**config.mk**
```make
export PLATFORM = sky130hd
export DESIGN_NAME = rp_resolver
export DESIGN_NICKNAME = d
export VERILOG_FILES = /design/src/rtl/rp_pkg.sv /design/src/rtl/rp_rot_search.sv /design/src/rtl/rp_cascade_gate.sv /design/src/rtl/rp_resolver.sv
export SDC_FILE = /design/constraint.sdc
export NUM_CORES = 1
export LEC_CHECK = 0
export BUFFER_PORTS_ARGS = -buffer_cell sky130_fd_sc_hd__buf_2
export CAP_MARGIN = 30
export CORE_ASPECT_RATIO = 0.9
export CORE_MARGIN = 3
export CORE_UTILIZATION = 25
export DETAILED_ROUTE_END_ITERATION = 10
export GPL_ROUTABILITY_DRIVEN = 0
export PLACE_DENSITY_LB_ADDON = 0.1
export SYNTH_ARGS = -nofsm -noshare
export SYNTH_HDL_FRONTEND = slang
export SYNTH_SLANG_ARGS = --single-unit
```
**constraint.sdc**
```tcl
create_clock -name clk -period 0.8 [get_ports clk]
set_input_delay 0.08 -clock clk [delete_from_list [all_inputs] [get_ports clk]]
set_output_delay 0.08 -clock clk [all_outputs]
set_load 0.02 [all_outputs]
```
**src/rtl/rp_pkg.sv**
```systemverilog
package rp_pkg;
    localparam int RP_DEF_LINES   = 8;
    localparam int RP_DEF_CASCADE = 2;

    function automatic int rp_lw(input int lines);
        return $clog2(lines);
    endfunction
endpackage

```
**src/rtl/rp_rot_search.sv**
```systemverilog
module rp_rot_search #(
    parameter int LINES = rp_pkg::RP_DEF_LINES,
    localparam int LW   = $clog2(LINES)
) (
    input  logic [LINES-1:0] vec_i,
    input  logic [LW-1:0]    off_i,
    output logic [LW:0]      prio_o
);
    logic [LINES-1:0] rot;

    always_comb begin
        for (int i = 0; i < LINES; i++) begin
            rot[i] = vec_i[LW'(i) + off_i];
        end
        prio_o = (LW+1)'(LINES);
        for (int i = LINES - 1; i >= 0; i--) begin
            if (rot[i]) begin
                prio_o = (LW+1)'(i);
            end
        end
    end

    // a found position always points at a set bit of the input
    always_comb begin
        if (prio_o != (LW+1)'(LINES)) begin
            p_found_is_set_r2: assert (vec_i[prio_o[LW-1:0] + off_i]);
        end else begin
            p_none_means_empty_r3: assert (vec_i == '0);
        end
    end
endmodule

```
**src/rtl/rp_cascade_gate.sv**
```systemverilog
module rp_cascade_gate #(
    parameter int LINES   = rp_pkg::RP_DEF_LINES,
    parameter int CASCADE = rp_pkg::RP_DEF_CASCADE
) (
    input  logic [LINES-1:0] isr_i,
    input  logic             sfnm_i,
    input  logic             is_master_i,
    output logic [LINES-1:0] isr_o
);
    logic [LINES-1:0] drop;

    generate
        for (genvar g = 0; g < LINES; g++) begin : g_bit
            if (g == CASCADE) begin : g_casc
                assign drop[g] = sfnm_i & is_master_i;
            end else begin : g_plain
                assign drop[g] = 1'b0;
            end
        end
    endgenerate

    assign isr_o = isr_i & ~drop;

    // the gate only ever removes the cascade bit, and only in master nested mode
    always_comb begin
        p_gate_subset_r7: assert ((isr_o & ~isr_i) == '0);
        if (!(sfnm_i && is_master_i)) begin
            p_gate_pass_r7: assert (isr_o == isr_i);
        end
    end
endmodule

```
**src/rtl/rp_resolver.sv**
```systemverilog
module rp_resolver #(
    parameter int LINES   = rp_pkg::RP_DEF_LINES,
    parameter int CASCADE = rp_pkg::RP_DEF_CASCADE,
    localparam int LW     = $clog2(LINES)
) (
    input  logic             clk,
    input  logic             rst_n,
    input  logic [LINES-1:0] req_i,
    input  logic [LINES-1:0] mask_i,
    input  logic [LINES-1:0] isr_i,
    input  logic [LW-1:0]    offset_i,
    input  logic             sfnm_i,
    input  logic             is_master_i,
    output logic             irq_valid_o,
    output logic [LW-1:0]    irq_line_o
);
    typedef struct packed {
        logic          valid;
        logic [LW-1:0] line;
    } res_t;

    res_t state_d, state_q;

    logic [LINES-1:0] cand;
    logic [LINES-1:0] isr_eff;
    logic [LW:0]      req_prio;
    logic [LW:0]      cur_prio;

    assign cand = req_i & ~mask_i;

    rp_cascade_gate #(.LINES(LINES), .CASCADE(CASCADE)) u_gate (
        .isr_i       (isr_i),
        .sfnm_i      (sfnm_i),
        .is_master_i (is_master_i),
        .isr_o       (isr_eff)
    );

    rp_rot_search #(.LINES(LINES)) u_req_search (
        .vec_i  (cand),
        .off_i  (offset_i),
        .prio_o (req_prio)
    );

    rp_rot_search #(.LINES(LINES)) u_cur_search (
        .vec_i  (isr_eff),
        .off_i  (offset_i),
        .prio_o (cur_prio)
    );

    always_comb begin
        state_d       = '0;
        state_d.valid = (req_prio < cur_prio);
        if (state_d.valid) begin
            state_d.line = req_prio[LW-1:0] + offset_i;
        end
    end

    always_ff @(posedge clk or negedge rst_n) begin
        if (!rst_n) begin
            state_q <= '0;
        end else begin
            state_q <= state_d;
        end
    end

    assign irq_valid_o = state_q.valid;
    assign irq_line_o  = state_q.line;

    // a reported line was requested and unmasked on the previous edge
    p_line_is_candidate_r1: assert property (@(posedge clk) disable iff (!rst_n)
        irq_valid_o |-> ((($past(req_i) & ~$past(mask_i)) >> irq_line_o) & LINES'(1)) != '0);

    // nothing reported without some candidate
    p_no_cand_quiet_r3: assert property (@(posedge clk) disable iff (!rst_n)
        irq_valid_o |-> ($past(req_i) & ~$past(mask_i)) != '0);

    // line stays zero while not valid
    p_idle_line_zero_r3: assert property (@(posedge clk) disable iff (!rst_n)
        !irq_valid_o |-> irq_line_o == '0);

    // a reported line cannot already be in service unless it is the gated cascade line
    p_not_in_service_r5: assert property (@(posedge clk) disable iff (!rst_n)
        (irq_valid_o && !($past(sfnm_i && is_master_i) && irq_line_o == LW'(CASCADE)))
        |-> ((($past(isr_i)) >> irq_line_o) & LINES'(1)) == '0);
endmodule

```
# After elaboration in Yosys (flattened, before gate mapping)
# Cells that the tools add are included.
classes:
  mux: 49
  order_cmp: 9
  addsub: 8
  bitwise_logic: 5
ops:
  columns: ["operator", "count"]
  rows:
  - ["$mux 4", 16]
  - ["$bmux 1 s3", 16]
  - ["$lt 3x4->1 const B", 8]
  - ["$and 8x8->8", 2]
  - ["$mux 1", 16]
  - ["$add 3x3->3 const A", 4]
  - ["$not 3->8", 1]
  - ["$not 8->8", 1]
  - ["$add 2x3->3 const A", 2]
  - ["$lt 4x4->1", 1]
  - ["$add 1x3->3 const A", 1]
  - ["$add 3x3->3", 1]
  - ["$mux 3", 1]
  - ["$and 1x1->1", 1]
word_totals:
  in_bits: 31
  out_inout_bits: 4
  reg_bits: 4
  word_cells: 73

# Logic depth before layout (Yosys ltp)
# Gate-level depths: netlist of the first run.
logic_depth:
  depth_word: 15
  ltp_mapped: 16
  ltp_nobuf: 14

# Modules after synthesis
# Synthesis of the first run repeated with hierarchy kept, for this count alone.
hier_totals:
  cells_unflattened: 164
  hier_area_um2: 1741.7
by_module_without_submodules:
  columns: ["module", "seq_area_each_um2", "cells_each", "n_inst", "area_each_um2"]
  rows:
  - ["rp_rot_search", 0.0, 63, 2, 688.2]
  - ["rp_resolver", 100.1, 30, 1, 301.5]
  - ["rp_cascade_gate", 0.0, 8, 1, 63.8]

# Worst setup path after synthesis of the first run
# No wires, ideal clock.
synth_path:
  kind: "input -> register"
  startpoint: "input port offset_i[1]"
  endpoint: "register state_q (netlist bit irq_line_o[0])"
  setup_time_ns: 0.088
  cell_stages: 15
  path_slack_ns: -2.250
  path_buffers: 1
  required_ns: 0.712
  arrival_ns: 2.962
  cell_sequence: "clkbuf_8 > inv_1 > ha_1 > xnor2_1 > mux4_2 > nor2b_1 > nor2b_1 > o211a_1 > ha_1 > o21ai_0 > nand2b_1 > a21oi_1 > inv_1 > a31o_1 > nor3b_1"
synth_rtl:
  columns: ["item", "line", "rtl"]
  rows:
  - ["start: declaration", "rp_resolver.sv:11", "input logic [LW-1:0] offset_i,"]
  - ["end signal: assignment", "rp_resolver.sv:62", "state_q <= state_d;"]
  - ["end: declaration", "rp_resolver.sv:22", "res_t state_d, state_q;"]

==> metrics.md, run 1 <==
| Metric | Value |
|---|---|
| Initial Util | 0.266 |
| Worst-margin pin slew | 0.517 ns |
| # diodes | 0 |
| Synth-to-Final Area Change | 73.7% |
| Slew Viols, Final | 0 |
| Num ports | 35 |
| Initial drt markers | 52 |
| Synth Net Count | 157 |
| Critical path class | in2reg |
| Async SR Flop Fraction | 1.00 |
| Worst path cell trace | buf_6, nand2b_4, mux2_4, mux4_2, nor2b_4, nor2b_1, o211a_1, ha_1, o21ai_1, nand2b_1, a21oi_2, a21oi_1, a31o_1, nor3b_2 |
| Largest family of logic cells by synthesized area | multiplexers |
| Max Fclk | 0.387 GHz |
| Period Utilization, post-route | 3.23 |
| CTS tree | yes |
| Min cycle time layout | 2.59 ns |
| Die H | 72.2 um |
| Vias in the first global route | 1321 |
| H-tree levels | 1 |
| Layout cells sized above 1 | 0.709 |
| Failing checks | setup timing |
| Most frequent cell after synthesis | mux4_2 |
| Synth unique cells | 44 |
| Die area | 5740 um^2 |
| VDD IR max | 0.902 mV |
| Worst Setup SP | mask_i[1] |
| Final Setup Violations | 4 |
| Post-synthesis sequential area ratio | 0.0823 |
| Yosys reg bits | 4 |
| WL/cell | 14.0 um |
| TritonCTS Buffers | 3 |
| Primary FF master, synth | dfrtp_1 |
| Critical Path Slowest Stage Cell | mux4_2 |
| Leakage power | 0.945 nW |
| DRC errors left | 0 |
| Synthesized netlist cell count | 119 |
| Synth Area in Compound Gates | 0.111 |
| Synth Warn # | 0 |
| Power Density | 1440 nW/um^2 |
| Final hold vios | 0 |
| Grt ovf | 0 |
| Worst rel slew slack | 0.650 |
| Critical Path RT | 0.93 ns |
| Vias/cell | 4.83 |
| Hpwl dp | 2840 um |
| Largest net degree at the start of global routing | 11 |
| Final setup margin | -1.79 ns |
| Hold WC Path Type | in2async |
| Vias after detailed routing | 1213 |
| Area leader, netlist | mux4_2 |
| Yosys top cell area share | 0.185 |
| Crit path largest cell delay | 0.50 ns |
| CP endpoint kind | flip-flop |
| Die width | 79.5 um |
| CP startpoint kind | input pin |
| Synth top area cells | mux4_2, mux4_1, dfrtp_1 |
| Synth Area in Adders | 0.0782 |
| Total Nets Final | 229 |
| Initial antenna violation count | 0 |
| Worst-path clk slew | 0.03 ns |
| Fill cell count | 437 |
| WP data arrival | 2.72 ns |
| Cell area after synthesis | 1220 um^2 |
| Mux share of post-synthesis cell area | 0.413 |
| Post-synth EDFFs | 0 |
| Overall Global Routing Usage | 0.136 |
| Core area | 4580 um^2 |
| Row cnt | 23 |
| First-pass GRT wire length | 6220 um |
| CTS max path bufs | 2 |
| Port Buffer Count | 34 |
| Status | finished with violations |
| ANT nets after route | 0 |
| Simple-Gate Fraction of Synth Area | 0.209 |
| Clock tree sinks | 4 |
| Maxcap violations | 0 |
| Mean post-synth cell area | 10.2 um^2 |
| Crit-path max FO | 4 |
| Pre-CTS WS | -2.28 ns |
| Root Buffer | clkbuf_8 |
| TritonRoute pass-1 iters | 5 |
| Setup TNS | -7.01 ns |
| Final wirelength | 3510 um |
| Unrepaired setup endpoints after global routing | true |
| Post-synth top cells | mux4_2, nand2b_1, nand2_1 |
| Xor/xnor cell area share of the yosys netlist | 0.0288 |
## report_power, final
part           switching (mW)  internal (mW)  leakage, nW  total, mW
clock network          0.0918          0.320       0.0216      0.411
registers              0.0425          0.301       0.0523      0.344
logic                    1.01           1.28        0.871       2.28
## logic make-up (layout without fill, tap and decap cells)
group / count (synthesis) / count (layout)
flops: 4 / 4
mux: 29 / 29
compound gates: 19 / 19
simple gates: 43 / 43
fa+ha+maj: 7 / 7
xor+xnor: 4 / 4
buf+inv: 13 / 83
## metal layers
layer | vias up | part of all wire | track usage
met5 | - | 0 | 0
met3 | 2 | 0.029 | 0.0136
met2 | 25 | 0.52 | 0.246
li1 | 600 | - | -
met1 | 586 | 0.45 | 0.176
met4 | 0 | 0.00028 | 0.0305
## layout make-up
class                           instances  area, um^2  area share
Clock buffer                            3        41.3      0.0195
Inverter                                7        36.3      0.0172
Multi-Input combinational cell        102        1260       0.599
Sequential cell                         4         100      0.0474
Tap cell                               62        77.6      0.0367
Timing Repair Buffer                   73         592       0.280
## stage by stage
step	total power, mW	cells	instance area (um^2)	util	hold slack (ns)
after floorplan	1.55	119	1350	-	-0.216
final	3.04	251	2110	0.462	0.199
after global placement	2.16	240	1750	0.382	-0.117
after CTS	2.87	249	2050	0.449	0.195
after global routing	3.31	251	2110	0.462	0.205
after detailed placement	2.18	240	1750	0.382	-0.114
## state kept, by name (all words and copies together), names as in the netlist
name	cells
irq_line_o	3
irq_valid_o	1
## placed cells by master, fill, tap and decap left out, types with 2 or more instances in the layout
master    netlist  final
nand2_1         8      7
xnor2_1         4      2
xnor2_4         0      2
ha_1            6      3
mux4_1          4      2
buf_2           0     21
nor2_2          1      2
dfrtp_1         4      4
mux2_4          0      4
mux2i_2         0      4
nand2b_4        0      8
nor2_1          5      4
buf_4           0     35
clkbuf_8        2      3
buf_6           2     13
nand3_1         2      2
o21ai_0         5      3
mux4_2         10     12
mux2i_1         7      3
nor4bb_1        2      2
inv_1           6      5
nor2b_1         5      2
nor3_2          0      2
a21oi_1         3      2
ha_4            0      3
nor2b_4         0      3
buf_12          0      2
mux2_2          7      3
## how the worst max path moves through the flow
stage | endpoint | depth (start not counted)
after global placement | irq_line_o[0] | 14
after floorplan | irq_line_o[0] | 15
after detailed placement | irq_line_o[0] | 16
after global routing | irq_line_o[0] | 14
final | irq_line_o[0] | 14
after CTS | irq_line_o[0] | 14
## worst max-delay path: cells and delay by family
kind / cells / cell delay [ns]
AO/OA/AOI/OAI: 5 / 0.85
AND/OR/NAND/NOR: 5 / 0.65
multiplexers: 2 / 0.79
buffers and inverters: 1 / 0.09
adder cells (fa/ha/maj): 1 / 0.28
## repair_timing
item | in CTS | in global routing
endpoints found under the hold margin | 4 | 0
setup buffers | 5 | 2
resized for setup | 39 | 17
setup endpoints to repair | 5 | 8
hold buffers | 1 | 0
cloned | 1 | 0
pin swaps | 10 | 2
Power figures use the tool's default switching activity.
==> run 2: changes to the inputs <==
==> constraint.sdc (replaced) <==
create_clock -name clk -period 0.8 [get_ports clk]
set_input_delay 0 -clock clk [delete_from_list [all_inputs] [get_ports clk]]
set_output_delay 0 -clock clk [all_outputs]
set_load 0.02 [all_outputs]
==> run 2 against run 1 <==
  * The flow still finishes with violations (setup timing)
  * Hold slack lost 0.079 ns
  * Non-clock buffer count did not move
  * Clock power barely moved
  * Core utilization fell by 0.55 points
  * Combinational power shrank 5%
  * Critical path depth unchanged
  * Count of clock-buffer cells in the layout is the same
  * Via count up 0.25%
  * Critical endpoint unchanged
  * Largest cell class unchanged
  * Highest routed layer unchanged
==> metrics.md, run 2 (same netlist as run 1, synthesis figures left out) <==
| Metric | Value |
|---|---|
| Fill cell count | 439 |
| Initial drt markers | 52 |
| Commonest cells after routing, fill and taps aside | buf_4, buf_2, mux4_2 |
| Critical path buffers and inverters | 1 |
| Worst path cell trace | buf_6, nand2b_4, mux2_4, mux4_2, nor2b_4, nor2b_1, o211a_1, ha_1, o21ai_1, nand2b_1, a21oi_2, a21oi_1, a31o_1, nor3b_2 |
| Layout cells sized above 1 | 0.709 |
| Final Setup Violations | 4 |
| Grt ovf | 0 |
| Slew Viols, Final | 0 |
| Critical Path RT | 0.93 ns |
| Overall Global Routing Usage | 0.135 |
| Die H | 72.2 um |
| Core area | 4580 um^2 |
| Unrepaired setup endpoints after global routing | true |
| Status | finished with violations |
| DRC errors left | 0 |
| # diodes | 0 |
| Worst Setup SP | mask_i[1] |
| Die width | 79.5 um |
| H-tree levels | 1 |
| CTS max path bufs | 2 |
| Final setup margin | -1.71 ns |
| Max Fclk | 0.399 GHz |
| TritonCTS Buffers | 3 |
| Total Nets Final | 229 |
| Vias in the first global route | 1315 |
| Port Buffer Count | 34 |
| Power Density | 1390 nW/um^2 |
| Leakage power | 0.940 nW |
| Largest net degree at the start of global routing | 11 |
| Maxcap violations | 0 |
| Vias/cell | 4.84 |
| ANT nets after route | 0 |
| CP endpoint kind | flip-flop |
| Failing checks | setup timing |
| CP startpoint kind | input pin |
| Worst rel slew slack | 0.650 |
| Die area | 5740 um^2 |
| Crit path largest cell delay | 0.50 ns |
| CTS tree | yes |
| Sequential cell area | 100 um^2 |
| CP top delay family | compound AO/OA/AOI/OAI gates |
| Final hold vios | 0 |
| Hpwl dp | 2840 um |
| Crit-path max FO | 4 |
| Setup TNS | -6.69 ns |
| TritonRoute pass-1 iters | 5 |
| Cell total after placement | 240 |
| First-pass GRT wire length | 6180 um |
| Critical path class | in2reg |
| Critical Path Slowest Stage Cell | mux4_2 |
| Num ports | 35 |
| Vias after detailed routing | 1216 |
| Root Buffer | clkbuf_8 |
| Min cycle time layout | 2.51 ns |
| Initial Util | 0.266 |
| Period Utilization, post-route | 3.13 |
| Worst-path clk slew | 0.03 ns |
| Initial antenna violation count | 0 |
| Row cnt | 23 |
| Synth-to-Final Area Change | 71.6% |
| Multi-input gate area in the final layout | 1260 um^2 |
| Final wirelength | 3500 um |
| Leading cell type in the layout, fill and taps excluded | buf_4 |
| WL/cell | 13.9 um |
| WP data arrival | 2.64 ns |
| Max reg flops | 3 |
| Fin cells | 251 |
| Clock tree sinks | 4 |
| VDD IR max | 0.969 mV |
| Hold WC Path Type | in2async |
| Worst-margin pin slew | 0.517 ns |
## run 2: worst paths after layout
kind	cells past startpoint	endpoint
max in group asynchronous	2	irq_line_o[1]
setup / recovery	14	irq_line_o[0]
min in group clk	3	irq_line_o[0]
hold / removal	2	irq_line_o[2]
## run 2: power breakdown
part           leakage, nW  switching [mW]  total, mW  internal [mW]
Clock               0.0216          0.0918      0.411          0.320
Combinational        0.866            1.01       2.17           1.16
Sequential          0.0523          0.0188      0.318          0.299
Total                0.940            1.12       2.90           1.78
## run 2: area by class of cell
type                    instances  share of cell area
clock buffers                   3              0.0198
inverters                       7              0.0174
multi-input cells             102               0.606
flip-flops and latches          4              0.0480
well taps                      62              0.0372
repair buffers                 73               0.272
## run 2: what timing repair did
item                       4_1_cts  5_1_grt
cloned                           1        0
setup buffers                    5        2
gates resized for setup         37       11
pin swaps                       10        2
hold buffers                     1        0
setup endpoints to repair        4        4
hold endpoints to repair         4        0
## run 2: metal layers
layer  GRT usage  up-vias  routed length, um  part of all wire
met4      0.0305        0                  1           0.00029
met1       0.176      589               1580              0.45
met2       0.242       25               1810              0.52
met5           0        -                  0                 0
li1            -      600                  -                 -
met3      0.0136        2                109             0.031
## run 2: stage by stage
step	cell area (um^2)	setup slack [ns]	hold slack (ns)	power, mW	utilization
final	2090	-1.71	0.119	2.90	0.456
after detailed placement	1750	-2.20	-0.194	2.18	0.382
after global placement	1750	-2.18	-0.197	2.16	0.382
after CTS	2050	-1.71	0.115	2.84	0.447
after global routing	2090	-1.83	0.125	3.16	0.456
after floorplan	1350	-1.83	-0.296	1.55	-
